<file path="src/rtl/irq_status_ctrl.sv">
module irq_status_ctrl #(
  parameter int NSRC = 8,
  parameter int AW   = 8,
  parameter int DW   = 32
) (
  input  logic          clk,
  input  logic          rst_n,
  input  logic          wr_en,
  input  logic [AW-1:0] addr,
  input  logic [DW-1:0] wdata,
  input  logic [NSRC-1:0] evt_pulse,
  output logic [DW-1:0] rdata,
  output logic          irq
);
  localparam logic [AW-1:0] OFS_EN  = AW'('h3C);
  localparam logic [AW-1:0] OFS_STS = AW'('h40);
  localparam logic [AW-1:0] OFS_CLR = AW'('h44);
  localparam logic [AW-1:0] OFS_SET = AW'('h48);
  localparam int PAD = DW - NSRC;

  logic [NSRC-1:0] sts, en, sts_d, en_d, clr_mask, set_mask;

  assign clr_mask = (wr_en && addr == OFS_CLR) ? wdata[NSRC-1:0] : '0;
  assign set_mask = (wr_en && addr == OFS_SET) ? wdata[NSRC-1:0] : '0;
  assign sts_d    = (sts & ~clr_mask) | set_mask | evt_pulse;
  assign en_d     = (wr_en && addr == OFS_EN) ? wdata[NSRC-1:0] : en;

  always_ff @(posedge clk) begin
    if (!rst_n) begin
      sts <= '0;
      en  <= '0;
      irq <= 1'b0;
    end else begin
      sts <= sts_d;
      en  <= en_d;
      irq <= |(sts_d & en_d);
    end
  end

  always_comb begin
    case (addr)
      OFS_EN:  rdata = {{PAD{1'b0}}, en};
      OFS_STS: rdata = {{PAD{1'b0}}, sts};
      default: rdata = '0;
    endcase
  end

  AST_EVT_LATCH: assert property (@(posedge clk) disable iff (!rst_n)
    (|evt_pulse) |=> ((sts & $past(evt_pulse)) == $past(evt_pulse)));
  AST_CLR_DROPS: assert property (@(posedge clk) disable iff (!rst_n)
    (wr_en && addr == OFS_CLR) |=> ((sts & $past(wdata[NSRC-1:0] & ~evt_pulse)) == '0));
  AST_SET_RAISES: assert property (@(posedge clk) disable iff (!rst_n)
    (wr_en && addr == OFS_SET) |=> ((sts & $past(wdata[NSRC-1:0])) == $past(wdata[NSRC-1:0])));
  AST_STROBE_READ_ZERO: assert property (@(posedge clk) disable iff (!rst_n)
    (addr == OFS_CLR || addr == OFS_SET) |-> (rdata == '0));
  AST_MASK_KEEPS_STS: assert property (@(posedge clk) disable iff (!rst_n)
    (wr_en && addr == OFS_EN && evt_pulse == '0) |=> $stable(sts));
  AST_IRQ_TRACKS: assert property (@(posedge clk) disable iff (!rst_n)
    irq == |(sts & en));
  AST_STS_WRITE_IGNORED: assert property (@(posedge clk) disable iff (!rst_n)
    (wr_en && addr == OFS_STS && evt_pulse == '0) |=> $stable(sts));
endmodule

</file>
<file path="config.mk">
export PLATFORM = sky130hd
export DESIGN_NAME = irq_status_ctrl
export DESIGN_NICKNAME = d
export VERILOG_FILES = /design/src/rtl/irq_status_ctrl.sv
export SDC_FILE = /design/constraint.sdc
export NUM_CORES = 1
export LEC_CHECK = 0
export BUFFER_PORTS_ARGS = -buffer_cell sky130_fd_sc_hd__buf_2
export CAP_MARGIN = 20
export CORE_MARGIN = 2
export CORE_UTILIZATION = 40
export DETAILED_ROUTE_END_ITERATION = 12
export HOLD_SLACK_MARGIN = 0.03
export PLACE_DENSITY = 0.79
export SYNTH_ARGS = -nofsm -noshare
export SYNTH_HDL_FRONTEND = slang
export SYNTH_SLANG_ARGS = --single-unit
</file>
<file path="constraint.sdc">
create_clock -name clk -period 2.5 [get_ports clk]
set_input_delay 0.5 -clock clk [delete_from_list [all_inputs] [get_ports clk]]
set_output_delay 0.5 -clock clk [all_outputs]
set_load 0.03 [all_outputs]
</file>
==> run summary <==
status: completed
Reg2Reg Setup Slack: 1.03 ns
share of layout cells above drive strength 1: 31.3%
wire per inst: 12.5 µm
Setup Skew: 0.00148 ns
Post-Syn Area per Cell: 9.27 µm²
pin count of the biggest net entering global routing: 18
Peak supply drop: 0.265 mV
CP Buf/Inv Count: 2
# placed instances: 190
CTS Buf Count: 3
Multi-input gate area: 693 µm²
worst hold path startpoint: wdata[5]
die area: 0.00339 mm²
GRT Util Overall: 15.2%
pwr dens: 421 mW/mm²
vias in the first global route: 936
Worst EP arrival: 1.72 ns
startpoint types: input port
Max stage delay on crit path: 0.42 ns
crit-path leading delay family: simple AND/OR/NAND/NOR gates
total number of vias: 946
minimum clock period: 2.22 ns
Ys Warns: 0
input/output buffers: 35
P_leak: 0.755 nW
final max-slew violation count: 0
Seq/Total Area, Yosys: 28.9%
Crit Path Class: in2out
clk_lat worst skew: 0.28 ns
PostCTS Resize Cnt: 0
Syn Std Cell Area: 0.00118 mm²
Initial Utilization: 42.3%
postcts setup bufs: 0
CTS tree: yes
RSZ-0062 raised after global routing: false
Critical-path top delay cell: and3_1
Bufs on Longest Clock Path: 2
post-route setup slack: 0.279 ns
Placement Cell Area: 0.00129 mm²
via density per instance: 4.88
worst slew pin tran: 0.575 ns
critical path fanouts, max: 8
CTS root buf: clkbuf_4
Total Neg Setup Slack: 0 ns
worst setup slack after placement: 0.196 ns
number of synthesized register bits: 17
fin cells: 194
First-pass DRT Iterations: 3
gr ovfl total: 0
die height: 58.3 µm
Synth cell types: 27
area of the core: 0.00278 mm²
Area Overhead vs Synth: 12.0%
HP Class: in2reg
# IOs: 84
# nets final: 215
Max-Cap Viols: 0
Remaining DRCs: 0
post-route design area: 0.00132 mm²
fillers: 299
# rows: 19
highest clock rate: 0.450 GHz
RR Endpoint: irq$_SDFF_PN0_
reg2reg path depth: 4
DRT Wirelength: 2420 µm
Clock transition at path regs: 0.09 ns
Hold Crit Depth: 3
worst path cell trace: buf_2, nor3_4, and3_1, a22o_1, buf_2
most frequent cell on the critical path: buf_2
Iter 0 DRT Violations: 17
Die X: 58.3 µm
Mapped Cells: 127
CP endpoint kind: output port
first-pass GRT wire length: 4020 µm
Final setup viols: 0
H-tree level count: 1
remaining antenna violation count: 0
hold endpoint: en[5]$_SDFF_PN0_
fin crit share: 88.8%
antenna violations before repair: 0
Antenna Diode Count: 0
CP required: 2.00 ns
Worst slew margin: 61.6%
clk sinks: 17
RR Startpoint: sts[0]$_SDFF_PN0_
Core Util, Final: 47.4%
count of hold-fix buffers inserted at cts: 0
FF/Latch Area: 340 µm²
post-DP HPWL: 1900 µm
final hold violations: 0
Final Wtd Congestion: 0.760
-- stage by stage --
step	total power, mW	hold slack (ns)
2_1_floorplan	0.413	0.506
3_5_place_dp	0.421	0.535
4_1_cts	0.562	0.511
3_3_place_gp	0.419	0.527
6_report	0.556	0.522
5_1_grt	0.585	0.524
-- layer usage --
layer / up-vias / wire (µm) / GRT usage [%]
li1: 482 / - / -
met5: - / 0 / 0
met2: 30 / 1230 / 28.6
met4: 0 / 0 / 1.99
met1: 434 / 1060 / 17.0
met3: 0 / 118 / 4.69
-- cell usage after synthesis (all sizes together) --
cell,number,area [µm²]
conb,1,3.75
buf,25,188
nor2,2,7.51
inv,8,30.0
dfxtp,17,340
a221oi,8,76.3
nand2,1,3.75
nor2b,14,87.6
a22o,8,70.1
and3b,1,10.0
nand4,2,33.8
and2b,3,23.8
a21o,8,61.3
mux2i,8,80.1
o41a,1,11.3
nor3,1,16.3
clkbuf,3,12.5
and2,1,6.26
nor4b,1,23.8
and3,10,66.3
o22ai,4,25.0
-- placed cells by master, fill, tap and decap left out --
cell type	netlist	layout
buf_2	0	35
conb_1	1	24
dfxtp_1	17	17
nor2b_1	14	14
a22o_1	8	8
inv_1	8	8
mux2i_1	8	8
and3_1	7	7
a21o_1	7	7
a221oi_1	7	7
o22ai_1	4	4
and3_2	3	3
clkbuf_4	0	3
nor2_1	2	2
and2b_1	2	2
buf_4	25	2
and2_1	1	1
nor3_4	1	1
and3b_2	1	1
nor4b_4	1	1
nand2_1	1	1
nand4_4	1	1
a221oi_2	1	1
a21o_2	1	1
and2b_2	1	1
nand4_2	1	1
o41a_1	1	1
clkbuf_1	2	1
-- state kept, by name, indices dropped and copies added, names as in the netlist --
name and cells:
irq 1, sts 8, en 8
-- tightest hold or removal path: cells and delay by family --
family	cells	cell delay [ns]
and+or+nand+nor	1	0.10
buffers and inverters	1	0.10
muxes	1	0.08
-- cells by family after synthesis --
group	Yosys count	share of synthesized area, %
AOI/OAI and AO/OA	29	20.7
other	1	0.319
buffers and inverters	36	19.6
DFF	17	28.9
muxes	8	6.80
and+or+nand+nor	36	23.7
-- where the power goes --
| group | internal [mW] | leakage, nW | total [mW] | switching (mW) |
|---|---|---|---|---|
| Sequential | 0.281 | 0.140 | 0.289 | 0.00779 |
| Combinational | 0.0409 | 0.601 | 0.126 | 0.0853 |
| Clock | 0.0620 | 0.0150 | 0.140 | 0.0784 |
| Total | 0.384 | 0.755 | 0.556 | 0.172 |
-- cell type report --
class,instances,area share [%]
repair buffers,37,14.4
clock buffers,4,1.99
well taps,31,2.94
multi-input cells,97,52.6
inverters,8,2.28
flip-flops and latches,17,25.8
-- worst max path at each step --
stage	from	slack, ns	cells past startpoint	end
global route	addr[1]	0.17	5	rdata[5]
detailed placement	addr[5]	0.20	6	irq$_SDFF_PN0_
global placement	addr[5]	0.18	6	irq$_SDFF_PN0_
finish	addr[1]	0.28	5	rdata[7]
CTS	addr[1]	0.27	5	rdata[4]
floorplan	addr[5]	0.43	4	rdata[0]
Note: power is estimated with default switching activity, not from simulation.
